File: config.mk
export PLATFORM = sky130hd
export DESIGN_NAME = pwr_seq_top
export DESIGN_NICKNAME = d
export VERILOG_FILES = /design/src/rtl/pwr_seq_pkg.sv /design/src/rtl/pwr_pin_filter.sv /design/src/rtl/pwr_win_timer.sv /design/src/rtl/pwr_seq_top.sv
export SDC_FILE = /design/constraint.sdc
export NUM_CORES = 1
export LEC_CHECK = 0
export BUFFER_PORTS_ARGS = -buffer_cell sky130_fd_sc_hd__buf_4
export CAP_MARGIN = 20
export CORE_MARGIN = 5
export CORE_UTILIZATION = 34
export DETAILED_ROUTE_END_ITERATION = 10
export MAX_ROUTING_LAYER = met4
export PLACE_DENSITY = 0.5
export SLEW_MARGIN = 20
export SYNTH_ARGS = -nofsm -noshare
export SYNTH_HDL_FRONTEND = slang
export SYNTH_SLANG_ARGS = --single-unit
File: constraint.sdc
create_clock -name clk -period 3.73 [get_ports clk]
set_clock_uncertainty 0.2 [all_clocks]
set_input_delay 0.373 -clock clk [delete_from_list [all_inputs] [get_ports clk]]
set_output_delay 0.373 -clock clk [all_outputs]
set_load 0.05 [all_outputs]
File: src/rtl/pwr_seq_pkg.sv
package pwr_seq_pkg;

  typedef enum logic [2:0] {
    ST_WAIT_PG = 3'd0,
    ST_LATCH   = 3'd1,
    ST_LOCK    = 3'd2,
    ST_RUN     = 3'd3,
    ST_STOP    = 3'd4,
    ST_OFF     = 3'd5
  } seq_state_e;

  // Counter width able to hold the larger of two window lengths.
  function automatic int unsigned tmr_width(int unsigned a, int unsigned b);
    int unsigned m;
    m = (a > b) ? a : b;
    return (m < 2) ? 1 : $clog2(m + 1);
  endfunction

  // States in which the oscillator and PLL must be powered.
  function automatic logic clocks_live(seq_state_e s);
    return (s == ST_LATCH) || (s == ST_LOCK) || (s == ST_RUN) || (s == ST_STOP);
  endfunction

endpackage

File: src/rtl/pwr_pin_filter.sv
module pwr_pin_filter #(
  parameter int unsigned SYNC_STAGES = 2,
  parameter int unsigned FILT_LEN    = 3
) (
  input  logic clk,
  input  logic rst_n,
  input  logic pin_i,
  output logic level_o
);

  logic [SYNC_STAGES-1:0] sync_q;
  logic [FILT_LEN-1:0]    hist_q;
  logic                   level_q;
  logic                   all_hi, all_lo;

  always_ff @(posedge clk or negedge rst_n) begin
    if (!rst_n) begin
      sync_q <= '0;
      hist_q <= '0;
    end else begin
      sync_q[0] <= pin_i;
      for (int i = 1; i < SYNC_STAGES; i++) sync_q[i] <= sync_q[i-1];
      hist_q[0] <= sync_q[SYNC_STAGES-1];
      for (int i = 1; i < FILT_LEN; i++) hist_q[i] <= hist_q[i-1];
    end
  end

  assign all_hi = &hist_q;
  assign all_lo = ~|hist_q;

  always_ff @(posedge clk or negedge rst_n) begin
    if (!rst_n)      level_q <= 1'b0;
    else if (all_hi) level_q <= 1'b1;
    else if (all_lo) level_q <= 1'b0;
  end

  assign level_o = level_q;

  // the filtered level only rises after the whole history was high
  p_filter_agree_r3: assert property (@(posedge clk) disable iff (!rst_n)
    $rose(level_q) |-> ($past(hist_q[0]) && $past(hist_q[FILT_LEN-1])));

  // the filtered level only falls after the whole history was low
  p_filter_agree_low_r3: assert property (@(posedge clk) disable iff (!rst_n)
    $fell(level_q) |-> (!$past(hist_q[0]) && !$past(hist_q[FILT_LEN-1])));

endmodule

File: src/rtl/pwr_win_timer.sv
module pwr_win_timer #(
  parameter int unsigned W = 8
) (
  input  logic         clk,
  input  logic         rst_n,
  input  logic         load_i,
  input  logic [W-1:0] len_i,
  output logic         done_o
);

  logic [W-1:0] cnt_q;

  always_ff @(posedge clk or negedge rst_n) begin
    if (!rst_n)              cnt_q <= '0;
    else if (load_i)         cnt_q <= len_i - W'(1);
    else if (cnt_q != '0)    cnt_q <= cnt_q - W'(1);
  end

  assign done_o = (cnt_q == '0);

  // a load with a window longer than one cycle is not done next cycle
  p_load_not_done_r4: assert property (@(posedge clk) disable iff (!rst_n)
    (load_i && (len_i > W'(1))) |=> !done_o);

endmodule

File: src/rtl/pwr_seq_top.sv
module pwr_seq_top #(
  parameter int unsigned SYNC_STAGES = 2,
  parameter int unsigned FILT_LEN    = 3,
  parameter int unsigned LOCK_CYC    = 180000,
  parameter int unsigned STOP_CYC    = 2
) (
  input  logic clk,
  input  logic rst_n,
  input  logic pg_pd_n_i,
  output logic strap_latch_o,
  output logic osc_en_o,
  output logic pll_en_o,
  output logic out_run_o
);
  import pwr_seq_pkg::*;

  localparam int unsigned TW = tmr_width(LOCK_CYC, STOP_CYC);
  localparam logic [TW-1:0] LOCK_LEN = TW'(LOCK_CYC);
  localparam logic [TW-1:0] STOP_LEN = TW'(STOP_CYC);

  seq_state_e state_q, state_d;
  logic       pin_lvl;
  logic       tmr_load;
  logic [TW-1:0] tmr_len;
  logic       win_done;

  pwr_pin_filter #(
    .SYNC_STAGES(SYNC_STAGES),
    .FILT_LEN   (FILT_LEN)
  ) u_filt (
    .clk    (clk),
    .rst_n  (rst_n),
    .pin_i  (pg_pd_n_i),
    .level_o(pin_lvl)
  );

  pwr_win_timer #(.W(TW)) u_tmr (
    .clk   (clk),
    .rst_n (rst_n),
    .load_i(tmr_load),
    .len_i (tmr_len),
    .done_o(win_done)
  );

  always_comb begin
    state_d  = state_q;
    tmr_load = 1'b0;
    tmr_len  = LOCK_LEN;
    unique case (state_q)
      ST_WAIT_PG: if (pin_lvl) state_d = ST_LATCH;
      ST_LATCH: begin
        state_d  = ST_LOCK;
        tmr_load = 1'b1;
      end
      ST_LOCK: begin
        if (!pin_lvl)      state_d = ST_OFF;
        else if (win_done) state_d = ST_RUN;
      end
      ST_RUN: begin
        if (!pin_lvl) begin
          state_d  = ST_STOP;
          tmr_load = 1'b1;
          tmr_len  = STOP_LEN;
        end
      end
      ST_STOP: if (win_done) state_d = ST_OFF;
      ST_OFF: begin
        if (pin_lvl) begin
          state_d  = ST_LOCK;
          tmr_load = 1'b1;
        end
      end
      default: state_d = ST_WAIT_PG;
    endcase
  end

  always_ff @(posedge clk or negedge rst_n) begin
    if (!rst_n) state_q <= ST_WAIT_PG;
    else        state_q <= state_d;
  end

  assign strap_latch_o = (state_q == ST_LATCH);
  assign osc_en_o      = clocks_live(state_q);
  assign pll_en_o      = clocks_live(state_q);
  assign out_run_o     = (state_q == ST_RUN);

  // outputs only run while oscillator and PLL are enabled
  p_run_needs_en_r6: assert property (@(posedge clk) disable iff (!rst_n)
    out_run_o |-> (pll_en_o && osc_en_o));

  // oscillator is only shut off after the outputs were parked
  p_park_before_off_r5: assert property (@(posedge clk) disable iff (!rst_n)
    $fell(osc_en_o) |-> !$past(out_run_o));

  // the strap strobe is a single cycle followed by live enables
  p_strap_single_r2: assert property (@(posedge clk) disable iff (!rst_n)
    strap_latch_o |=> (!strap_latch_o && pll_en_o));

  // outputs are released only when the lock window expires
  p_run_after_lock_r4: assert property (@(posedge clk) disable iff (!rst_n)
    $rose(out_run_o) |-> ($past(win_done) && $past(pin_lvl)));

endmodule

==> results.md <==
- Fillers: 460
- Clock latency on the worst-skew pair: 280 ps
- Pwr Density: roughly 960 mW/mm²
- H-tree levels: 1
- Die ar.: 0.005997 mm²
- Nets: 188
- RSZ-0062 raised after global routing: false
- Final setup violation count: 0
- Io pins: 7
- Setup Buffers After CTS: 0
- Fin Setup TNS: 0 ps
- Logic pwr share: 0.533
- Layout cells sized above 1: 0.1038
- Std-Cell Rows: 24
- Drt first-iter violations: around 140
- Sequential share of power: 0.355
- CTS buffer count: 3
- Drt via density: 5.757
- Startpoint Class: register
- Aggregate global-route resource usage: 0.1300
- Final min period: 2672 ps
- Internal power: 822.3 µW
- Worst min path class: register to register
- Sequential area share after synthesis: 0.4369
- Routed len/inst: ~15 µm
- Count of different cell masters after synthesis: 46
- Mapped Cells: 180
- Sink Count: 27
- Number of flops mapped to enable cells by yosys: 0
- Post-route ant nets: 0
- Outcome: complete, no violations
- Leakage power: 0.0006930 µW
- Vias post-DR: about 1400
- Critical path required time: ~3700 ps
- Mapped Nets: 184
- Worst stage delay on the critical path: 550 ps
- RR Startpoint: state_q[0]
- GRT overflow: 0
- Die span in y: just under 80 µm
- Primary FF master, synth: dfrtp_1
- CP startpoint: state_q[0]
- Largest net degree at the start of global routing: 28
- TritonRoute pass-1 iters: 5
- CP max FO: 15
- Clock share of power: 0.112
- RePlAce Congestion: 0.8396
- Period utilisation layout: 0.7162
- Hold Fails Final Rpt: 0
- Drt drc: 0
- Syn Area/Cell: 8.592 µm²
- Worst-margin pin slew: 862.9 ps
- Drt total wl: 3.636 mm
- Area Growth Syn to Fin: 9.304%
- Max-cap violations: 0
- Net switching power: around 800 µW
- CTS tree: done
- FF+latch count, synth: 27
- CP Capture Type: register
- Slew Limit Fails: 0
- R2r setup slk: 1060 ps
- Vias in the first global route: 1285
- Crit Path Category: register to register
- Initial antenna violation count: 0
- Synth async-reset ratio: 1.000
- CP max stage cell: dfrtp_1
- Rel. slew slack: 0.4194
- Core area: 0.004384 mm²
- Clk buf depth: 2
- Post-synthesis instance area: 0.001546 mm²
- Yosys warns: 0
- Crit path DAT: 2620 ps
- Buf+Inv Stages, Crit Path: 1
- Multi-input logic area: 797.0 µm²
- Min-delay src: u_filt.sync_q[1]
- Register area: 675.6 µm²
- Die Wd: 77.44 µm
- Fmax: 0.3743 GHz
- Starting density of the core: 0.3527
- Detailed placement HPWL: 2.636 mm
- Buffers on Ports: 6
- Clock slew at reported path FFs: 110 ps
- Crit-path cells: nor4bb_1, buf_4, a21o_1, a21oi_1, ha_1, o31ai_2, o311ai_0, o31ai_1
- Family with the most delay on the worst path: compound AO/OA/AOI/OAI gates
- Global-route wire length before repair: between 6 and 7 mm
- N_diodes: 0
- Peak VDD IR: approximately 280 µV
- Switching share of power: 0.4933
- Total power: about 1600 µW
- CTS Root Cell: clkbuf_8
[flip-flops by register name, summed over array words and instances, names as in the netlist]
signal / cells
state_q: 3
u_filt.hist_q: 3
u_filt.level_o: 1
u_filt.sync_q: 2
u_tmr.cnt_q: 18
[cell usage in the layout, fill, tap and decap left out, types with 3 or more instances in the layout]
| cell | count |
|---|---|
| nor4_1 | 3 |
| nand2_1 | 23 |
| a221oi_1 | 4 |
| or4_1 | 3 |
| clkbuf_8 | 3 |
| nor3_1 | 5 |
| a21oi_1 | 15 |
| nand3_1 | 5 |
| nor2_1 | 19 |
| o311a_1 | 3 |
| inv_1 | 4 |
| o21ai_0 | 18 |
| dfrtp_1 | 27 |
| or3_1 | 4 |
| buf_4 | 9 |
[path summary, 6_finish.rpt]
check | end | cells past startpoint
min | u_filt.hist_q[0] | 0
min reg2reg | u_filt.hist_q[0] | 0
max | u_tmr.cnt_q[16] | 8
min in group asynchronous | u_tmr.cnt_q[9] | 2
max reg2reg | u_tmr.cnt_q[16] | 8
max in group asynchronous | u_tmr.cnt_q[3] | 2
[through the flow]
stage	hold WS, ps	setup slack, ps	instances	utilization	cell area [µm²]
after floorplan	-122.6	1193	180	-	1546
after global placement	105.7	1174	229	0.3696	1620
after detailed placement	106.9	1098	229	0.3696	1620
after CTS	168.1	1067	235	0.3856	1690
after global routing	180.9	825.0	235	0.3856	1690
final	164.4	1058	235	0.3856	1690
[what timing repair did]
action,4_1_cts,5_1_grt
endpoints found under the hold margin,28,0
hold buffers,2,0
resized for setup,0,0
[layout make-up]
cell class | count | area share
Sequential cell | 27 | 0.3997
Tap cell | 52 | 0.03849
Clock inverter | 1 | 0.005181
Multi-Input combinational cell | 137 | 0.4715
Timing Repair Buffer | 11 | 0.05181
Clock buffer | 3 | 0.02443
Inverter | 4 | 0.008882
[synthesized netlist by cell type, drive strengths merged, types with 3 or more instances]
cell type,number,area [µm²]
a21oi,15,75.07
nor2,20,77.58
o311a,3,30.03
nor4,4,31.28
or4,3,22.52
clkbuf,8,30.03
inv,4,15.01
nand3,5,25.02
a221oi,4,35.03
or3,4,25.02
dfrtp,27,675.7
nand2,23,86.33
o21ai,19,98.85
buf,4,28.78
nor3,6,35.03
[power groups by stage]
stage	logic, µW	registers [µW]	clock network, µW
4_1_cts	872	574	187
3_5_place_dp	866	580	0
3_3_place_gp	863	578	0
5_1_grt	965	597	199
2_1_floorplan	733	498	0
6_report	865	576	182
[cell families (layout without fill, tap and decap cells)]
kind of cell | Yosys count | in the layout | share of synthesized area
DFF | 27 | 27 | 0.4369
xor gates and xnor gates | 3 | 3 | 0.01699
muxes | 1 | 1 | 0.006473
AOI/OAI and AO/OA | 56 | 56 | 0.2395
buffers and inverters | 16 | 19 | 0.04773
and+or+nand+nor | 76 | 76 | 0.2443
adders and majority gates | 1 | 1 | 0.008089
[routing by layer]
metal	global-route usage	wire [µm]	vias to the layer above
li1	-	-	657
met1	0.1751	1673	669
met2	0.2045	1821	25
met3	0.01852	117	2
met4	0.03608	23	0
met5	-	0	-
No activity file was read; power rests on OpenSTA's default activity.
